## config.mk

```make
export PLATFORM = sky130hd
export DESIGN_NAME = hazard_unit
export DESIGN_NICKNAME = d
export VERILOG_FILES = /design/src/rtl/hz_pkg.sv /design/src/rtl/hz_field_split.sv /design/src/rtl/hz_tag_pipe.sv /design/src/rtl/hz_fwd_pick.sv /design/src/rtl/hz_load_use.sv /design/src/rtl/hazard_unit.sv
export SDC_FILE = /design/constraint.sdc
export NUM_CORES = 1
export LEC_CHECK = 0
export BUFFER_PORTS_ARGS = -buffer_cell sky130_fd_sc_hd__buf_4
export CORE_ASPECT_RATIO = 2
export CORE_UTILIZATION = 40
export DETAILED_ROUTE_END_ITERATION = 8
export PLACE_DENSITY_LB_ADDON = 0.12
export SYNTH_ARGS = -nofsm -noshare
export SYNTH_HDL_FRONTEND = slang
export SYNTH_SLANG_ARGS = --single-unit
```

## constraint.sdc

```tcl
create_clock -name clk -period 4.12 [get_ports clk]
set_clock_uncertainty 0.1 [all_clocks]
set_input_delay 0.824 -clock clk [delete_from_list [all_inputs] [get_ports clk]]
set_output_delay 0.824 -clock clk [all_outputs]
set_load 0.03 [all_outputs]
```

## src/rtl/hz_pkg.sv

```systemverilog
// Shared types for the hazard unit: register index, bypass select code and
// the per-stage register tag. Assumes 32 architectural registers.
package hz_pkg;
    localparam int unsigned RIDX_W = 5;

    typedef logic [RIDX_W-1:0] ridx_t;

    typedef enum logic [1:0] {
        FWD_RF = 2'b00,
        FWD_MW = 2'b01,
        FWD_XM = 2'b10
    } fwd_sel_t;

    typedef struct packed {
        ridx_t rs;
        ridx_t rt;
        ridx_t dst;
        logic  we;
        logic  mr;
    } stage_tag_t;

    localparam stage_tag_t TAG_IDLE = '0;
endpackage

```

## src/rtl/hz_field_split.sv

```systemverilog
// Splits a decode-stage instruction into its register tag. Sources come
// from fixed fields; the destination is picked by the format flag.
// Assumes both source fields sit at the same place in every format.
module hz_field_split
    import hz_pkg::*;
#(
    parameter int unsigned INSTR_W = 32,
    parameter int unsigned RS_LSB  = 21,
    parameter int unsigned RT_LSB  = 16,
    parameter int unsigned RD_LSB  = 11
) (
    input  logic [INSTR_W-1:0] instr,
    input  logic               reg_fmt,
    input  logic               reg_write,
    input  logic               mem_read,
    output stage_tag_t         tag
);
    localparam int unsigned TOP_USED = RS_LSB + RIDX_W;

    logic unused_bits;
    assign unused_bits = ^{instr[INSTR_W-1:TOP_USED], instr[RD_LSB-1:0]};

    // Build the tag: fixed source fields, format-dependent destination.
    always_comb begin
        tag.rs  = instr[RS_LSB +: RIDX_W];
        tag.rt  = instr[RT_LSB +: RIDX_W];
        tag.dst = reg_fmt ? instr[RD_LSB +: RIDX_W] : instr[RT_LSB +: RIDX_W];
        tag.we  = reg_write;
        tag.mr  = mem_read;
    end
endmodule

```

## src/rtl/hz_tag_pipe.sv

```systemverilog
// Mirror of the decode/execute, execute/memory and memory/writeback
// pipeline registers, holding only register tags. A bubble loads an idle
// tag (no write, no load) into the execute slot.
module hz_tag_pipe
    import hz_pkg::*;
(
    input  logic       clk,
    input  logic       rst_n,
    input  stage_tag_t id_tag,
    input  logic       bubble,
    output stage_tag_t ex_tag,
    output stage_tag_t xm_tag,
    output stage_tag_t mw_tag
);
    // Advance the tags one stage per cycle, injecting an idle tag on bubble.
    always_ff @(posedge clk) begin
        if (!rst_n) begin
            ex_tag <= TAG_IDLE;
            xm_tag <= TAG_IDLE;
            mw_tag <= TAG_IDLE;
        end else begin
            ex_tag <= bubble ? TAG_IDLE : id_tag;
            xm_tag <= ex_tag;
            mw_tag <= xm_tag;
        end
    end

    // the slot behind a bubble never claims a register write.
    a_r11_bubble_idle: assert property (@(posedge clk) disable iff (!rst_n)
        bubble |=> (!ex_tag.we && !ex_tag.mr));
endmodule

```

## src/rtl/hz_fwd_pick.sv

```systemverilog
// Bypass select generation, one copy per execute operand. The nearer stage
// (execute/memory) wins over memory/writeback; register 0 and non-writing
// producers never match. Assumes write-before-read in the register file.
module hz_fwd_pick
    import hz_pkg::*;
#(
    parameter int unsigned NUM_SRC = 2
) (
    input  logic       clk,
    input  logic       rst_n,
    input  ridx_t      src [NUM_SRC],
    input  stage_tag_t xm_tag,
    input  stage_tag_t mw_tag,
    output fwd_sel_t   sel [NUM_SRC]
);
    for (genvar g = 0; g < NUM_SRC; g++) begin : g_op
        logic xm_hit, mw_hit;

        // Match this operand against each later stage's destination.
        always_comb begin
            xm_hit = xm_tag.we && (xm_tag.dst != '0) && (xm_tag.dst == src[g]);
            mw_hit = mw_tag.we && (mw_tag.dst != '0) && (mw_tag.dst == src[g]);
        end

        // Priority pick: nearest producer first.
        always_comb begin
            if (xm_hit)      sel[g] = FWD_XM;
            else if (mw_hit) sel[g] = FWD_MW;
            else             sel[g] = FWD_RF;
        end

        // a bypass never serves register 0.
        a_r5_zero_src: assert property (@(posedge clk) disable iff (!rst_n)
            (sel[g] != FWD_RF) |-> (src[g] != '0));
    end
endmodule

```

## src/rtl/hz_load_use.sv

```systemverilog
// Load-use detector: a load in execute whose destination is read by the
// decode instruction forces one stall. Both source fields are compared
// before the decode instruction's format is known.
module hz_load_use
    import hz_pkg::*;
(
    input  stage_tag_t ex_tag,
    input  ridx_t      id_rs,
    input  ridx_t      id_rt,
    output logic       stall
);
    // Raise stall when a live load feeds the decode instruction.
    always_comb begin
        stall = ex_tag.mr && ex_tag.we && (ex_tag.dst != '0) &&
                ((ex_tag.dst == id_rs) || (ex_tag.dst == id_rt));
    end
endmodule

```

## src/rtl/hazard_unit.sv

```systemverilog
// Top of the hazard unit: splits the decode instruction, tracks register
// tags through execute, memory and writeback, generates operand bypass
// selects and the load-use stall/bubble. Assumes the datapath freezes PC
// and fetch/decode on stall and honours bubble in the same cycle.
module hazard_unit
    import hz_pkg::*;
#(
    parameter int unsigned INSTR_W = 32
) (
    input  logic               clk,
    input  logic               rst_n,
    input  logic [INSTR_W-1:0] id_instr,
    input  logic               id_reg_fmt,
    input  logic               id_reg_write,
    input  logic               id_mem_read,
    output logic [1:0]         fwd_a,
    output logic [1:0]         fwd_b,
    output logic               stall,
    output logic               bubble
);
    localparam int unsigned NUM_SRC = 2;

    stage_tag_t id_tag, ex_tag, xm_tag, mw_tag;
    ridx_t      ex_src [NUM_SRC];
    fwd_sel_t   sel    [NUM_SRC];
    logic       lu_stall;

    hz_field_split #(.INSTR_W(INSTR_W)) u_split (
        .instr     (id_instr),
        .reg_fmt   (id_reg_fmt),
        .reg_write (id_reg_write),
        .mem_read  (id_mem_read),
        .tag       (id_tag)
    );

    hz_tag_pipe u_pipe (
        .clk    (clk),
        .rst_n  (rst_n),
        .id_tag (id_tag),
        .bubble (bubble),
        .ex_tag (ex_tag),
        .xm_tag (xm_tag),
        .mw_tag (mw_tag)
    );

    // Present the execute instruction's two sources to the bypass pickers.
    always_comb begin
        ex_src[0] = ex_tag.rs;
        ex_src[1] = ex_tag.rt;
    end

    hz_fwd_pick #(.NUM_SRC(NUM_SRC)) u_fwd (
        .clk    (clk),
        .rst_n  (rst_n),
        .src    (ex_src),
        .xm_tag (xm_tag),
        .mw_tag (mw_tag),
        .sel    (sel)
    );

    hz_load_use u_lu (
        .ex_tag (ex_tag),
        .id_rs  (id_tag.rs),
        .id_rt  (id_tag.rt),
        .stall  (lu_stall)
    );

    // Drive the outputs; the bubble accompanies every stall.
    always_comb begin
        fwd_a  = sel[0];
        fwd_b  = sel[1];
        stall  = lu_stall;
        bubble = lu_stall;
    end

    logic unused_tags;
    assign unused_tags = ^{xm_tag.rs, xm_tag.rt, xm_tag.mr, mw_tag.rs, mw_tag.rt, mw_tag.mr};

    // a stall never lasts two cycles in a row.
    a_r8_single_stall: assert property (@(posedge clk) disable iff (!rst_n)
        stall |=> !stall);

    // a load in the memory stage is never the bypass source of execute.
    a_r8_no_load_via_xm: assert property (@(posedge clk) disable iff (!rst_n)
        xm_tag.mr |-> (fwd_a != FWD_XM && fwd_b != FWD_XM));

    // the memory/writeback path is chosen only for a writing producer.
    a_r3_mw_needs_we: assert property (@(posedge clk) disable iff (!rst_n)
        (fwd_a == FWD_MW || fwd_b == FWD_MW) |-> mw_tag.we);

    // the execute/memory path is chosen only for a writing producer.
    a_r2_xm_needs_we: assert property (@(posedge clk) disable iff (!rst_n)
        (fwd_a == FWD_XM || fwd_b == FWD_XM) |-> xm_tag.we);
endmodule

```

==> results of run 1 <==
[critical path, stage by stage, from the launching register on]
cell and delay [ns]:
dfxtp_1 0.35, or3_1 0.39, o311a_1 0.60, and2_2 0.34
buf_4 0.16
[metal layers]
layer / GRT usage [%] / vias up
met5: 0 / -
met4: 12.5 / 0
met3: 4.26 / 11
met2: 31.8 / 27
met1: 16.5 / 460
li1: - / 508
[worst min-delay path by stage]
stage | to | slack [ns] | cells past startpoint
6_report | u_pipe.xm_tag[1] | 0.36 | 1
5_1_grt | u_pipe.xm_tag[1] | 0.39 | 1
4_1_cts | u_pipe.xm_tag[1] | 0.36 | 1
3_5_place_dp | u_pipe.xm_tag[1] | 0.35 | 1
3_3_place_gp | u_pipe.xm_tag[1] | 0.35 | 1
2_1_floorplan | u_pipe.xm_tag[1] | 0.33 | 1
[logic make-up after synthesis]
logic type	after synthesis	synth area share [%]
mux	5	4.09
buf+inv	9	5.09
simple gates	45	18.1
flops	29	42.1
xor+xnor	30	19.1
compound gates	21	11.5
[per-stage QoR]
stage | total power [mW] | utilization, % | setup slack, ns
finish | 0.610 | 50.3 | 1.07
detailed placement | 0.398 | 47.7 | 1.37
floorplan | 0.369 | - | 1.37
global route | 0.646 | 50.3 | 0.995
CTS | 0.619 | 50.3 | 1.06
global placement | 0.395 | 47.7 | 1.36
[Yosys cell counts]
library cell / instances / share of area (%)
o22ai_2: 1 / 0.91
buf_2: 1 / 0.36
o21ai_1: 1 / 0.36
buf_12: 1 / 1.5
a21oi_2: 10 / 6.4
and2_2: 2 / 1.1
o311a_1: 1 / 0.73
and2_1: 11 / 5.0
xnor2_1: 16 / 10
buf_6: 1 / 0.82
clkbuf_1: 3 / 0.82
dfxtp_1: 29 / 42
nor4_2: 2 / 1.8
nand2_1: 19 / 5.2
or3_1: 1 / 0.45
or4_1: 4 / 2.2
mux2_2: 5 / 4.1
a21oi_1: 7 / 2.5
o21ai_2: 1 / 0.64
nand3_1: 4 / 1.5
buf_4: 3 / 1.6
xor2_1: 14 / 8.9
nor4_1: 2 / 0.91
[sequential cells by signal, indices dropped and copies added (netlist names)]
| register | cells |
|---|---|
| u_pipe.ex_tag | 17 |
| u_pipe.mw_tag | 6 |
| u_pipe.xm_tag | 6 |
[power by group through the flow]
| stage | clock network [mW] | registers, mW | logic, mW |
|---|---|---|---|
| finish | 0.218 | 0.310 | 0.0809 |
| global route | 0.244 | 0.313 | 0.0895 |
| global placement | 0 | 0.317 | 0.0788 |
| CTS | 0.227 | 0.311 | 0.0817 |
| floorplan | 0 | 0.312 | 0.0570 |
| detailed placement | 0 | 0.317 | 0.0815 |
[final cells by class]
cell class              count  area, um2
clock buffers               6       72.6
clock inverters             2       10.0
fillers                   304       1610
multi-input cells         101        727
flip-flops and latches     29        581
well taps                  31       38.8
repair buffers             26        195
==> flow_summary.yaml, run 1 <==
timing:
  final-max-slew-violation-count: 0
  relSlewSlack_pct: 41.6
  setup_tns_ns: 0
  setup_viol: 0
  rsz0062_at_grt: "no"
  worst_pin_slew_ns: 0.876
  hold_slack_ns: 0.361
  period_needed_ns: 3.05
  finalHoldViolCount: 0
  max_freq_mhz: 328
  fin_crit_sh_pct: 74.0
layout:
  stdcell_area_um2: 1620
  instances_no_fill: 195
  areaGrowthSynthToFinish_pct: 17.9
  nNetsFinal: 200
  layout_commonest_cell: "dfxtp_1"
  antenna_cells: 0
  layout_common_cells: "dfxtp_1 (29), buf_4 (26), nand2_1 (19)"
  final_layout_size_suffix_gt1_share_pct: 32.9
logic_synthesis:
  synthCells: 139
  netlist_area_um2: 1380
  synth.distinct_cells: 23
  postSynthAreaPerCell_um2: 9.91
  synth_seq_area_share_pct: 42.1
  syn-num-nets: 176
  ys_ff_latch: 29
  yosys_warnings: 0
setup_path:
  rrSetupSlack_ns: 2.35
  critPathMaxFanout: 18
  reg2regPathDepth: 3
  timing.critical_path.to: "stall"
  cp_data_arrival_time_ns: 2.12
  critPathRequiredTime_ns: 3.20
  startpoint: "u_pipe.ex_tag[3]"
  end_kind: "output pin"
  cp-start-kind: "register"
  timing.rr.end: "u_pipe.ex_tag[13]"
  reg2reg_from: "u_pipe.ex_tag[3]"
  path_class: "register to output pin"
route:
  wl_met1_um: 919
  drcViolationCount: 0
  wire_per_inst_um: 13.9
  drtAntennaViolNets: 0
  vias: 1006
  top_layer_used: "met4"
  vias_per_cell: 5.16
  routed-wl-met3_um: 81
  first_iter_violations: 12
  dr.pass1.iters: 4
  wl_met2_um: 1600
  drt_wl_total_um: 2720
clock_network:
  cts_inserted_buffers: 5
  clkSlewWorstSetupHoldPaths_ns: 0.06
  holdBufCountCts: 0
  cts_resized: 0
  cts_setup_buffers: 0
  root_buffer: "clkbuf_8"
  insertion_delay_ns: 0.28
  clkSinkCount: 29
  clockBufferDepth: 2
  htree_levels: 2
  cts_tree: "built"
power_and_ir_drop:
  switching_share_pct: 25.3
  power_density_nw_per_um2: 375
  cellInternalPower_mw: 0.455
  comb_power_share_pct: 13.3
  clkPwrFrac_pct: 35.8
  switching_power_mw: 0.154
  leakagePower_nw: 0.710
  vdd_drop_max_uv: 203
  seqPwrFrac_pct: 50.9
global_routing:
  gr-total-overflow: 0
  grt_pass1_vias: 1057
  grt_max_degree: 30
  gr-usage-all-layers_pct: 17.7
  grt_antenna_before_repair: 0
  grt_pass1_wl_um: 4730
floorplan:
  die_w_um: 43.5
  top_level_ports: 43
  rows: 29
  dieArea_um2: 3700
  initial_core_util_pct: 42.7
  core_um2: 3230
  die_h_um: 85.0
min_path:
  holdCritStartpoint: "u_pipe.ex_tag[1]"
  hp-class: "register to register"
placed_design:
  dpl_cell_area_um2: 1540
  dp_hpwl_um: 2130
  io_buffer_count: 25
  place_inst: 187
  place_congestion: 0.780
status:
  status: "complete, no violations"
run:
  maxCapViolations: 0
Note: power is estimated with default switching activity, not from simulation.
==> inputs of run 2 (changes only) <==
--- a/config.mk
+++ b/config.mk
@@ -5,6 +5,7 @@
 export SDC_FILE = /design/constraint.sdc
 export NUM_CORES = 1
 export LEC_CHECK = 0
+export ABC_AREA = 1
 export BUFFER_PORTS_ARGS = -buffer_cell sky130_fd_sc_hd__buf_4
 export CORE_ASPECT_RATIO = 2
 export CORE_UTILIZATION = 40
==> constraint.sdc (replaced) <==
create_clock -name clk -period 2.9 [get_ports clk]
set_clock_uncertainty 0.1 [all_clocks]
set_input_delay 0.58 -clock clk [delete_from_list [all_inputs] [get_ports clk]]
set_output_delay 0.58 -clock clk [all_outputs]
set_load 0.03 [all_outputs]
==> run 2 against run 1 <==
  * Final cell count up 24%
  * Combinational power up 30%
  * Clock-buffer cell count unchanged
  * Synthesized cell count up 32%
  * Cell area down 1.8%
  * Total power up 39%
  * Critical path type unchanged
  * Largest cell class unchanged
  * Largest power group unchanged
==> flow_summary.yaml, run 2 <==
timing:
  hold_slack_ns: 0.331
  final-max-slew-violation-count: 0
  period_needed_ns: 2.18
  worst_pin_slew_ns: 0.269
  rsz0062_at_grt: "no"
  relSlewSlack_pct: 81.9
  fin_crit_sh_pct: 75.0
  setup_viol: 0
  finalHoldViolCount: 0
  max_freq_mhz: 460
  setup_tns_ns: 0
  setup_ws_ns: 0.725
logic_synthesis:
  syn-num-nets: 220
  netlist_area_um2: 1330
  synthCells: 183
  ys_ff_latch: 29
  yosys.cell_count.top_type: "nand2_1"
  netlist_top_cells_area: "dfxtp_1 (44%), nand2_1 (10%), nor2_1 (9.6%), inv_1 (9.3%), xnor2_1 (9.2%)"
  postSynthAreaPerCell_um2: 7.25
  yosys_warnings: 0
  synth_top_area_share_pct: 43.7
  yosys-top-cells-count: "nand2_1 (37), nor2_1 (34), inv_1 (33)"
  synth_area_leader_cell: "dfxtp_1"
  synth_edf_count: 0
  synth_seq_area_share_pct: 43.7
  ys_async_sr_fraction_pct: 0
  synth.distinct_cells: 17
  ys.flop_type: "dfxtp_1"
layout:
  stdcell_area_um2: 1600
  largest_register_ffs: 17
  final_layout_size_suffix_gt1_share_pct: 16.2
  nNetsFinal: 246
  largest_register: "u_pipe.ex_tag"
  instances_no_fill: 241
  reg_top3: "u_pipe.ex_tag: 17 flops, u_pipe.mw_tag: 6 flops, u_pipe.xm_tag: 6 flops"
  areaGrowthSynthToFinish_pct: 20.2
  layout_common_cells: "nand2_1 (37), nor2_1 (34), inv_1 (33)"
  antenna_cells: 0
  layout_commonest_cell: "nand2_1"
route:
  drt_wl_total_um: 2500
  dr.pass1.iters: 4
  drcViolationCount: 0
  vias: 1104
  vias_per_cell: 4.58
  wire_per_inst_um: 10.4
  first_iter_violations: 25
  drtAntennaViolNets: 0
global_routing:
  grt_max_degree: 18
  grt_pass1_vias: 1071
  gr-usage-all-layers_pct: 15.6
  gr-total-overflow: 0
  grt_pass1_wl_um: 4150
  grt_antenna_before_repair: 0
status:
  status: "complete, no violations"
power_and_ir_drop:
  leakagePower_nw: 0.898
  vdd_drop_max_uv: 351
  power_density_nw_per_um2: 530
floorplan:
  initial_core_util_pct: 42.1
  rows: 29
  dieArea_um2: 3570
  die_h_um: 83.5
  die_w_um: 42.7
  core_um2: 3160
  top_level_ports: 43
placed_design:
  dp_hpwl_um: 2020
  io_buffer_count: 25
  place_ws_ns: 0.728
  place_inst: 233
  dpl_cell_area_um2: 1510
  place_congestion: 0.781
clock_network:
  htree_levels: 2
  root_buffer: "clkbuf_8"
  cts_inserted_buffers: 5
  cts_setup_buffers: 0
  cts_resized: 0
  cts_tree: "built"
  insertion_delay_ns: 0.27
  holdBufCountCts: 0
  clkSinkCount: 29
  clkSlewWorstSetupHoldPaths_ns: 0.06
  clockBufferDepth: 2
setup_path:
  cp_data_arrival_time_ns: 1.50
  critPathRequiredTime_ns: 2.22
  cp-start-kind: "register"
  critPathMaxFanout: 4
  end_kind: "output pin"
  path_class: "register to output pin"
min_path:
  hp-class: "register to register"
run:
  maxCapViolations: 0
## run 2: metal layers
| metal | wire length (um) | vias up | global-route usage, % |
|---|---|---|---|
| met5 | 0 | - | 0 |
| met4 | 51 | 0 | 8.81 |
| met3 | 110 | 4 | 3.90 |
| met2 | 1480 | 27 | 29.6 |
| met1 | 855 | 485 | 13.6 |
| li1 | - | 588 | - |
## run 2: final timing paths
kind	slack [ns]	cells past startpoint	startpoint	end
worst min-delay path	0.33	2	u_pipe.ex_tag[1]	u_pipe.xm_tag[1]
worst max register to register	1.44	9	u_pipe.ex_tag[3]	u_pipe.ex_tag[7]
worst max-delay path	0.72	9	u_pipe.ex_tag[3]	stall
worst min register to register	0.33	2	u_pipe.ex_tag[1]	u_pipe.xm_tag[1]
## run 2: kinds of logic after synthesis
kind of cell | Yosys count | synth area share (%)
compound gates | 7 | 2.64
xor+xnor | 22 | 14.5
buf+inv | 39 | 12.4
flops | 29 | 43.7
simple gates | 86 | 26.7
## run 2: power by group
| group | leakage, nW | internal (mW) | switching (mW) |
|---|---|---|---|
| combinational | 0.613 | 0.0524 | 0.0526 |
| sequential | 0.240 | 0.418 | 0.0188 |
| clock | 0.0450 | 0.166 | 0.137 |
| total | 0.898 | 0.636 | 0.208 |
## run 2: area by class of cell
cell class | instances | area (um2)
clock buffers | 6 | 72.6
clock inverters | 2 | 10.0
multi-input cells | 115 | 582
repair buffers | 25 | 188
well taps | 31 | 38.8
inverters | 33 | 124
fillers | 320 | 1560
flip-flops and latches | 29 | 581
## run 2: worst max-delay path, stage by stage, from the launching register on
cell and delay (ns):
dfxtp_1 0.38, inv_1 0.09, nand2_1 0.07, nand2_1 0.05, nor2_1 0.13, nand3_1 0.09, nand2_1 0.11, nand2_2 0.08
inv_1 0.07, buf_4 0.15
## run 2: stage by stage
| step | utilization, % | total power, mW |
|---|---|---|
| floorplan | - | 0.512 |
| global placement | 47.9 | 0.550 |
| detailed placement | 47.9 | 0.553 |
| CTS | 50.5 | 0.864 |
| global route | 50.5 | 0.896 |
| finish | 50.5 | 0.845 |
==> inputs of run 3 (changes only) <==
==> constraint.sdc (replaced) <==
create_clock -name clk -period 1.8 [get_ports clk]
set_clock_uncertainty 0.1 [all_clocks]
set_input_delay 0.36 -clock clk [delete_from_list [all_inputs] [get_ports clk]]
set_output_delay 0.36 -clock clk [all_outputs]
set_load 0.03 [all_outputs]
==> run 3 against run 2 <==
  * The run now ends with negative setup slack left
  * Clock-buffer cell count is the same
  * Total power grew 64%
  * Clock power increased by 62%
  * Combinational power grew 82%
  * Flip-flop and latch count stayed put
  * Sequential share of layout area down 0.94 points
  * Final cell count increased by 0.83%
  * Worst hold slack lost 0.12 ns
  * Critical path depth unchanged
  * First-iteration DRC count fell by 16%
  * Non-clock buffer count grew 2
  * Utilization up 4.2 points
==> flow_summary.yaml, run 3 (synthesis gave the netlist of run 2 again) <==
status:
  status: "complete, but fails checks"
  violations: "negative setup slack"
layout:
  instances_no_fill: 243
  reg_top3: "u_pipe.ex_tag: 17 flops, u_pipe.mw_tag: 6 flops, u_pipe.xm_tag: 6 flops"
  antenna_cells: 0
  nNetsFinal: 248
  stdcell_area_um2: 1730
  layout_common_cells: "nand2_1 (36), nor2_1 (31), inv_1 (30)"
  layout_commonest_cell: "nand2_1"
  largest_register: "u_pipe.ex_tag"
  final_layout_size_suffix_gt1_share_pct: 33.0
  largest_register_ffs: 17
  areaGrowthSynthToFinish_pct: 30.3
global_routing:
  gr-usage-all-layers_pct: 16.2
  grt_max_degree: 18
  grt_pass1_wl_um: 4310
  grt_antenna_before_repair: 0
  grt_pass1_vias: 1087
  gr-total-overflow: 0
clock_network:
  insertion_delay_ns: 0.27
  root_buffer: "clkbuf_8"
  clockBufferDepth: 2
  clkSlewWorstSetupHoldPaths_ns: 0.06
  htree_levels: 2
  holdBufCountCts: 0
  clkSinkCount: 29
  cts_inserted_buffers: 5
  cts_tree: "built"
power_and_ir_drop:
  cellInternalPower_mw: 1.04
  switching_share_pct: 25.5
  vdd_drop_max_uv: 575
  leakagePower_nw: 0.942
  seqPwrFrac_pct: 51.0
  clkPwrFrac_pct: 35.3
  switching_power_mw: 0.354
  comb_power_share_pct: 13.7
  power_mw: 1.39
  power_density_nw_per_um2: 803
setup_path:
  critPathRequiredTime_ns: 1.34
  cp_data_arrival_time_ns: 1.36
  path_class: "register to output pin"
  critPathMaxFanout: 5
  end_kind: "output pin"
  cp-start-kind: "register"
route:
  wire_per_inst_um: 11.1
  vias_per_cell: 4.61
  drtAntennaViolNets: 0
  dr.pass1.iters: 6
  first_iter_violations: 21
  drt_wl_total_um: 2690
  drcViolationCount: 0
  vias: 1120
timing:
  finalHoldViolCount: 0
  setup_tns_ns: -0.0588
  final-max-slew-violation-count: 0
  setup_viol: 4
  max_freq_mhz: 550
  setup_ws_ns: -0.0175
  rsz0062_at_grt: "yes"
  relSlewSlack_pct: 86.7
  hold_slack_ns: 0.209
  period_needed_ns: 1.82
  fin_crit_sh_pct: 101
  worst_pin_slew_ns: 0.200
floorplan:
  rows: 29
  die_h_um: 83.5
  core_um2: 3160
  top_level_ports: 43
  dieArea_um2: 3570
  initial_core_util_pct: 42.1
  die_w_um: 42.7
min_path:
  hp-class: "input pin to register"
run:
  maxCapViolations: 0
placed_design:
  dp_hpwl_um: 2020
  dpl_cell_area_um2: 1510
  place_congestion: 0.781
  io_buffer_count: 25
  place_inst: 233
-- run 3: stage by stage --
stage,util (%),worst slack (ns)
after floorplan,-,0.105
final,54.8,-0.0175
after detailed placement,47.9,0.0683
after CTS,53.3,-0.0857
after global routing,54.8,-0.110
after global placement,47.9,0.106
-- run 3: final timing paths --
path | to | from | cells after the start | slack (ns)
worst max-delay path | stall | u_pipe.ex_tag[2] | 9 | -0.02
worst min-delay path | u_pipe.ex_tag[1] | id_reg_write | 3 | 0.21
worst max register to register | u_pipe.ex_tag[7] | u_pipe.ex_tag[2] | 11 | 0.19
worst min register to register | u_pipe.xm_tag[1] | u_pipe.ex_tag[1] | 2 | 0.33
-- run 3: layer usage --
metal	track usage [%]	part of all wire [%]	up-vias
li1	-	-	591
met4	8.81	1.9	0
met5	0	0	-
met3	3.90	4.2	4
met1	14.9	35	493
met2	30.2	59	32
-- run 3: final cells by class --
cell class	instances	area, um2
timing repair buffer	27	210
sequential	29	613
clock buffer	6	72.6
multi-input combinational	115	661
inverter	33	124
clock inverter	2	10.0
fill	309	1430
tap	31	38.8
-- run 3: power groups by stage --
| stage | Combinational, mW | Sequential (mW) | Clock [mW] |
|---|---|---|---|
| global placement | 0.168 | 0.718 | 0 |
| finish | 0.191 | 0.709 | 0.490 |
| floorplan | 0.113 | 0.712 | 0 |
| CTS | 0.185 | 0.708 | 0.515 |
| detailed placement | 0.172 | 0.719 | 0 |
| global route | 0.213 | 0.713 | 0.545 |
-- run 3: worst max-delay path, stage by stage, from the launching register on --
cell	delay, ns
dfxtp_4	0.37
nand2_1	0.06
inv_1	0.06
nor2_1	0.04
nor2_2	0.13
nand3_2	0.08
nand2_2	0.10
nand2_4	0.06
inv_2	0.06
buf_6	0.12
-- run 3: what timing repair did --
item                                    in CTS  in global routing
pin swaps                                   12                 16
buffers inserted                             1                  1
gates resized for setup                     29                 15
endpoints found under the setup margin       6                  6
